## src/rtl/usr_pkg.sv

```systemverilog
// Package: shared mode type for the universal shift register.
// Assumes the two-bit select is decoded directly into this encoding.
package usr_pkg;

    typedef enum logic [1:0] {
        MODE_HOLD = 2'b00,
        MODE_SHR  = 2'b01,
        MODE_SHL  = 2'b10,
        MODE_LOAD = 2'b11
    } usr_mode_e;

endpackage

```

## src/rtl/usr_mode_dec.sv

```systemverilog
// Module: usr_mode_dec
// Turns the raw two-bit select into the mode type and flags load mode.
// Assumes the select is stable around the rising clock edge.
module usr_mode_dec
    import usr_pkg::*;
(
    input  logic [1:0] sel,
    output usr_mode_e  mode,
    output logic       is_load
);

    // Purpose: map the select onto the mode enumeration and the load flag.
    always_comb begin
        mode    = usr_mode_e'(sel);
        is_load = (mode == MODE_LOAD);
    end

endmodule

```

## src/rtl/usr_core.sv

```systemverilog
// Module: usr_core
// Holds the storage register and computes its next value for each mode.
// The per-bit muxes are generated, so the width is set by a parameter.
// Assumes clear is asynchronous and active low.
module usr_core
    import usr_pkg::*;
#(
    parameter int W = 8
) (
    input  logic         clk,
    input  logic         rst_n,
    input  usr_mode_e    mode,
    input  logic         ser_r,
    input  logic         ser_l,
    input  logic [W-1:0] par_in,
    output logic [W-1:0] q
);

    localparam int TOP = W - 1;

    logic [W-1:0] nxt;

    for (genvar i = 0; i < W; i++) begin : g_bit
        logic from_lo;
        logic from_hi;

        if (i == 0) begin : g_lo_edge
            // Purpose: bit 0 takes the right-shift serial input.
            always_comb from_lo = ser_r;
        end else begin : g_lo_mid
            // Purpose: a right shift takes the lower neighbour.
            always_comb from_lo = q[i-1];
        end

        if (i == TOP) begin : g_hi_edge
            // Purpose: the top bit takes the left-shift serial input.
            always_comb from_hi = ser_l;
        end else begin : g_hi_mid
            // Purpose: a left shift takes the upper neighbour.
            always_comb from_hi = q[i+1];
        end

        // Purpose: choose this bit's next value by mode.
        always_comb begin
            unique case (mode)
                MODE_SHR:  nxt[i] = from_lo;
                MODE_SHL:  nxt[i] = from_hi;
                MODE_LOAD: nxt[i] = par_in[i];
                default:   nxt[i] = q[i];
            endcase
        end
    end

    // Purpose: the register, with asynchronous clear.
    always_ff @(posedge clk or negedge rst_n) begin
        if (!rst_n) begin
            q <= '0;
        end else begin
            q <= nxt;
        end
    end

    AST_RESET_CLEAR: assert property (@(posedge clk)
        !rst_n |=> (q == '0));
    AST_HOLD_KEEP: assert property (@(posedge clk) disable iff (!rst_n)
        (mode == MODE_HOLD) |=> $stable(q));
    AST_SHIFT_RIGHT: assert property (@(posedge clk) disable iff (!rst_n)
        (mode == MODE_SHR) |=> (q == {$past(q[TOP-1:0]), $past(ser_r)}));
    AST_SHIFT_LEFT: assert property (@(posedge clk) disable iff (!rst_n)
        (mode == MODE_SHL) |=> (q == {$past(ser_l), $past(q[TOP:1])}));
    AST_LOAD_TAKE: assert property (@(posedge clk) disable iff (!rst_n)
        (mode == MODE_LOAD) |=> (q == $past(par_in)));

endmodule

```

## src/rtl/usr_bus_drv.sv

```systemverilog
// Module: usr_bus_drv
// Models the tri-state parallel outputs as a drive-enable and a driven word.
// The word is zero while released, so that nothing leaks onto the bus.
// Assumes both enables are active low.
module usr_bus_drv #(
    parameter int W = 8
) (
    input  logic         clk,
    input  logic         rst_n,
    input  logic [W-1:0] q,
    input  logic         is_load,
    input  logic         oe_a_n,
    input  logic         oe_b_n,
    output logic [W-1:0] bus_out,
    output logic         bus_drive
);

    // Purpose: drive only with both enables low and no load in progress.
    always_comb begin
        bus_drive = !oe_a_n && !oe_b_n && !is_load;
        bus_out   = bus_drive ? q : '0;
    end

    AST_LOAD_RELEASE: assert property (@(posedge clk) disable iff (!rst_n)
        is_load |-> !bus_drive);
    AST_BUS_FOLLOWS: assert property (@(posedge clk) disable iff (!rst_n)
        bus_drive |-> (bus_out == q));
    AST_BUS_QUIET: assert property (@(posedge clk) disable iff (!rst_n)
        !bus_drive |-> (bus_out == '0));

endmodule

```

## src/rtl/univ_shift_reg.sv

```systemverilog
// Module: univ_shift_reg (top)
// Universal shift register whose parallel input and output share bus lines.
// The end bits are brought out at all times so that registers can be chained.
// Assumes the caller ties the bus value back to bus_in when nobody else drives it.
module univ_shift_reg
    import usr_pkg::*;
#(
    parameter int W = 8
) (
    input  logic         clk,
    input  logic         rst_n,
    input  logic [1:0]   sel,
    input  logic         ser_r_in,
    input  logic         ser_l_in,
    input  logic         oe_a_n,
    input  logic         oe_b_n,
    input  logic [W-1:0] bus_in,
    output logic [W-1:0] bus_out,
    output logic         bus_drive,
    output logic         end_lo,
    output logic         end_hi
);

    localparam int TOP = W - 1;

    usr_mode_e    mode;
    logic         is_load;
    logic [W-1:0] q;

    usr_mode_dec u_dec (
        .sel     (sel),
        .mode    (mode),
        .is_load (is_load)
    );

    usr_core #(.W(W)) u_core (
        .clk    (clk),
        .rst_n  (rst_n),
        .mode   (mode),
        .ser_r  (ser_r_in),
        .ser_l  (ser_l_in),
        .par_in (bus_in),
        .q      (q)
    );

    usr_bus_drv #(.W(W)) u_drv (
        .clk       (clk),
        .rst_n     (rst_n),
        .q         (q),
        .is_load   (is_load),
        .oe_a_n    (oe_a_n),
        .oe_b_n    (oe_b_n),
        .bus_out   (bus_out),
        .bus_drive (bus_drive)
    );

    // Purpose: expose the two end bits for chaining.
    always_comb begin
        end_lo = q[0];
        end_hi = q[TOP];
    end

endmodule

```

## config.mk

```make
export PLATFORM = sky130hd
export DESIGN_NAME = univ_shift_reg
export DESIGN_NICKNAME = d
export VERILOG_FILES = /design/src/rtl/usr_pkg.sv /design/src/rtl/usr_mode_dec.sv /design/src/rtl/usr_core.sv /design/src/rtl/usr_bus_drv.sv /design/src/rtl/univ_shift_reg.sv
export SDC_FILE = /design/constraint.sdc
export NUM_CORES = 1
export LEC_CHECK = 0
export BUFFER_PORTS_ARGS = -buffer_cell sky130_fd_sc_hd__buf_4
export CAP_MARGIN = 10
export CORE_AREA = 3 3 40 42
export DETAILED_ROUTE_END_ITERATION = 6
export DIE_AREA = 0 0 43 45
export PLACE_DENSITY = 0.67
export SYNTH_ARGS = -nofsm -noshare
export SYNTH_HDL_FRONTEND = slang
export SYNTH_SLANG_ARGS = --single-unit
```

## constraint.sdc

```tcl
create_clock -name clk -period 1.3 [get_ports clk]
set_input_delay 0.13 -clock clk [delete_from_list [all_inputs] [get_ports clk]]
set_output_delay 0.13 -clock clk [all_outputs]
set_load 0.02 [all_outputs]
```

Yosys cells after proc, flatten, opt, wreduce, memory -nomap -nowiden. Index checks and enable logic that the tools add are counted.

Equal/unequal tests: 3. Muxes and demuxes: 9. Reduce and logical (&&, ||, !) cells: 6.

Operator list (count): $pmux W1 S3 (8); $mux W8 (1); $eq A2 B2 Y1 const B (2); $logic_not A1 Y1 (3); $reduce_bool A3 Y1 (1); $eq A2 B1 Y1 const B (1); $logic_and A1 B1 Y1 (2).

Flip-flop bits (word level): 8. Bits of input ports: 16. Output and inout bits: 11. Word-level logic and storage cells: 19.

Logic depth before layout (Yosys ltp).
Depth in word-level cells: 4. Depth in mapped cells: 3. Gate-level depth less buffers: 2.

By module. From an unflattened synthesis, not the netlist that was laid out.

Cells, all modules: 33. Area, all modules: 585.6 µm².

By module, submodules not included: usr_core (times used 1, cells an instance 18, area an instance 402.9 µm², sequential area each 200.2 µm²); usr_bus_drv (times used 1, cells an instance 12, area an instance 161.4 µm², sequential area each 0.0 µm²); usr_mode_dec (times used 1, cells an instance 3, area an instance 21.3 µm², sequential area each 0.0 µm²).

Least setup slack after synthesis. Ideal clock, no wire load.

Kind: input-to-output. Start point: in sel[1]. End point: out bus_out[0]. Data arrival time: 982 ps. Data required time: 1170 ps. Path slack: 188 ps. Cell stages on the path: 3. Path buffers: 1. Cell sequence: buf_6 > a211oi_4 > and2_1.

Word-level cells in the longest chain between the ends: 4.

Ends and longest elaborated chain: start, declared (RTL line univ_shift_reg.sv:12) `input logic [1:0] sel,`; $eq A2 B2 Y1 (RTL line usr_mode_dec.sv:15) `is_load = (mode == MODE_LOAD);`; $logic_not A1 Y1 (RTL line usr_bus_drv.sv:20) `bus_drive = !oe_a_n && !oe_b_n && !is_load;`; $logic_and A1 B1 Y1 (RTL line usr_bus_drv.sv:20); net bus_drive (RTL line univ_shift_reg.sv:19) `output logic bus_drive,`; $mux W8 (RTL line usr_bus_drv.sv:21) `bus_out = bus_drive ? q : '0;`; end, declared (RTL line univ_shift_reg.sv:18) `output logic [W-1:0] bus_out,`.

The timed path passes the listed nets, and every way through them passes these cells.

Final worst setup path.
Start point: in sel[1]. End point: out bus_out[2].

Word-level cells in the longest chain between the ends: 4.

Ends and longest elaborated chain (RTL line): $eq A2 B2 Y1 (usr_mode_dec.sv:15); $logic_not A1 Y1 (usr_bus_drv.sv:20); $logic_and A1 B1 Y1 (usr_bus_drv.sv:20); $mux W8 (usr_bus_drv.sv:21).

No other way between the ends.

==> flow_metrics.py <==
metrics = {
    "critical_path": {
        "path_class": "in2out",
        "arrival_ps": 990,
        "critical_path.startpoint_type": "input port",
        "worstSetupStartpoint": "sel[1]",
        "crit_path_top_delay_cell": "a211oi_4",
        "crit_top_cell": "buf_4",
        "required_ps": 1170,
        "cp_slowest_stage_delay_ps": 360,
        "rrSetupSlack_ps": 290,
        "path_max_fanout": 9,
        "reg2reg_from": "u_core.q[1]",
        "cp-end-kind": "output pin",
        "crit_chain": "buf_4 > a211oi_4 > and2_1 > buf_4",
    },
    "synthesis": {
        "synthArstFlopShare": 1.000,
        "synth.distinct_cells": 5,
        "synth-seq-cells": 8,
        "ys_dominant_reg_cell": "dfrtp_1",
        "yosysSeqAreaShare": 0.4233,
        "synth_top_area_cell": "dfrtp_1",
        "synthTopCellsByArea": "dfrtp_1 42%, mux4_2 38%, and2_1 11%, buf_6 4.8%, a211oi_4 4.2%",
        "postSynthNetCount": 43,
        "synth_common_cells": "8 x and2_1, 8 x dfrtp_1, 8 x mux4_2, 2 x buf_6, 1 x a211oi_4",
        "syn_area_sq_um": 473.0,
        "synth-warning-count": 0,
        "syn-instance-count": 27,
        "synth_top_area_frac": 0.4233,
        "synth_edf_count": 0,
        "synth.avg_cell_area_sq_um": 17.52,
    },
    "cts": {
        "cts_root_buf": "clkbuf_4",
        "clock-sinks": 8,
        "post_cts_resized": 0,
        "clkLatencyLatePin_ps": 250,
        "cts_hold_buf": 1,
        "post_cts_buffers": 0,
        "cts_buffers": 3,
        "cts_tree": "done",
        "cts.clk_slew.worst_paths_ps": 50,
        "cts_buffer_depth": 2,
        "cts.htree.levels": 1,
    },
    "global_routing": {
        "antenna_found_initial": 0,
        "grt_pass1_wl_mm": 1.690,
        "grt_max_degree": 10,
        "grt_usage": 0.1238,
        "grt_overflow": 0,
        "grt_pass1_vias": 364,
    },
    "pwr": {
        "p_int_uw": 569.6,
        "switching_share": 0.2850,
        "ir_drop_mv": 0.3937,
        "p_leak_uw": 0.0003179,
        "p_sw_uw": 227.1,
        "comb_power_share": 0.317,
        "power_density_nw_per_um2": 1143,
        "pwr-share-clk": 0.237,
        "p_seq_frac": 0.446,
    },
    "min_path": {
        "hp-start": "bus_in[7]",
        "hold_path.class": "in2reg",
    },
    "place": {
        "gp_routability_congestion": 0.7258,
        "numPlacedInstances": 66,
        "port_buffers": 26,
    },
    "final_layout": {
        "area_growth_pct": 47.35,
        "final_cells": 70,
        "reg.largest.list": "u_core.q x8",
        "nNetsFinal": 73,
        "largest_register_ff_count": 8,
        "n_antenna_cell": 0,
        "regMostFlops": "u_core.q",
        "drive_gt1_frac": 0.6909,
        "nFillCells": 123,
    },
    "sta": {
        "fin_crit_sh": 0.8610,
        "fin_worst_skew_ps": 4.417,
        "finalMaxSlewViolations": 0,
        "setup-tns-final_ps": 0,
        "maxClockFrequency_ghz": 0.8934,
        "max-slew-margin-rel": 0.7910,
        "rsz0062_at_grt": "no",
        "timing.final.hold_violations": 0,
        "finalSetupViolCount": 0,
        "period_minus_slack_ps": 1119,
        "worst_slew_pin_slew_ps": 312.5,
    },
    "outcome": {
        "outcome": "complete, no violations",
    },
    "floorplanning": {
        "start_util": 0.3681,
        "rows": 13,
        "fp.dieH_microns": 45,
        "fp.dieW_microns": 43,
        "die_area_sq_um": 1935,
        "coreArea_sq_um": 1285,
        "pin_count": 27,
    },
    "route": {
        "num_vias": 347,
        "drc_errors": 0,
        "first_pass_iters": 2,
        "drtAntennaViolNets": 0,
        "drt-initial-drc-count": 1,
        "wirelength_mm": 1.023,
        "wl_per_cell_microns": 14.61,
        "vias_per_cell": 4.957,
    },
    "run": {
        "cap_violations": 0,
    },
}
[layout make-up]
class,count,area [sq um],share of cell area
Tap cell,15,18.77,0.02693
Sequential cell,8,200.2,0.2873
Clock buffer,3,22.52,0.03232
Timing Repair Buffer,27,205.2,0.2944
Multi-Input combinational cell,17,250.2,0.3591
[worst max-delay path: cells and delay by family]
kind                   cells  cell delay [ps]
buffers and inverters      2              310
AO/OA/AOI/OAI              1              360
AND/OR/NAND/NOR            1              190
[layer usage]
layer	routed length [microns]	track usage	vias up
met3	86	0.02789	2
li1	-	-	161
met2	481	0.1766	19
met5	0	0	-
met1	438	0.1740	165
met4	17	0.07229	0
[final timing paths]
path                          endpoint  cells past startpoint
setup / recovery            bus_out[2]                      4
hold / removal             u_core.q[7]                      2
setup reg to reg           u_core.q[2]                      1
hold reg to reg            u_core.q[4]                      1
max in group asynchronous  u_core.q[2]                      2
min in group asynchronous  u_core.q[6]                      2
[power by group through the flow]
stage | logic, uW | clock network (uW) | registers [uW]
floorplan | 151 | 0 | 353
global placement | 250 | 0 | 359
detailed placement | 253 | 0 | 359
CTS | 256 | 200 | 355
global route | 270 | 213 | 365
finish | 253 | 189 | 355
[layout by cell type (no fill, tap or decap)]
cell	synthesis	final
clkbuf_4	0	3
a211oi_4	1	1
and2_1	8	8
buf_4	0	26
dfrtp_1	8	8
mux4_2	8	8
dlygate4sd3_1	0	1
[stage by stage]
step	total power, uW	setup slack (ps)	cell area, sq um	hold WS [ps]	utilization
floorplan	503.7	187.6	473.0	-165.6	-
global placement	608.6	170.1	664.4	-47.02	0.5170
detailed placement	612.2	171.7	664.4	-42.88	0.5170
CTS	811.2	164.8	696.9	183.7	0.5424
global route	848.5	98.61	696.9	192.8	0.5424
finish	796.7	180.7	696.9	190.9	0.5424
[kinds of logic (layout without fill, tap and decap cells)]
logic type | count (synthesis) | after routing | share of synthesized area
mux | 8 | 8 | 0.3809
buf+inv | 2 | 30 | 0.04762
simple gates | 8 | 8 | 0.1058
flops | 8 | 8 | 0.4233
compound gates | 1 | 1 | 0.04233
(Power assumes the default switching activity.)
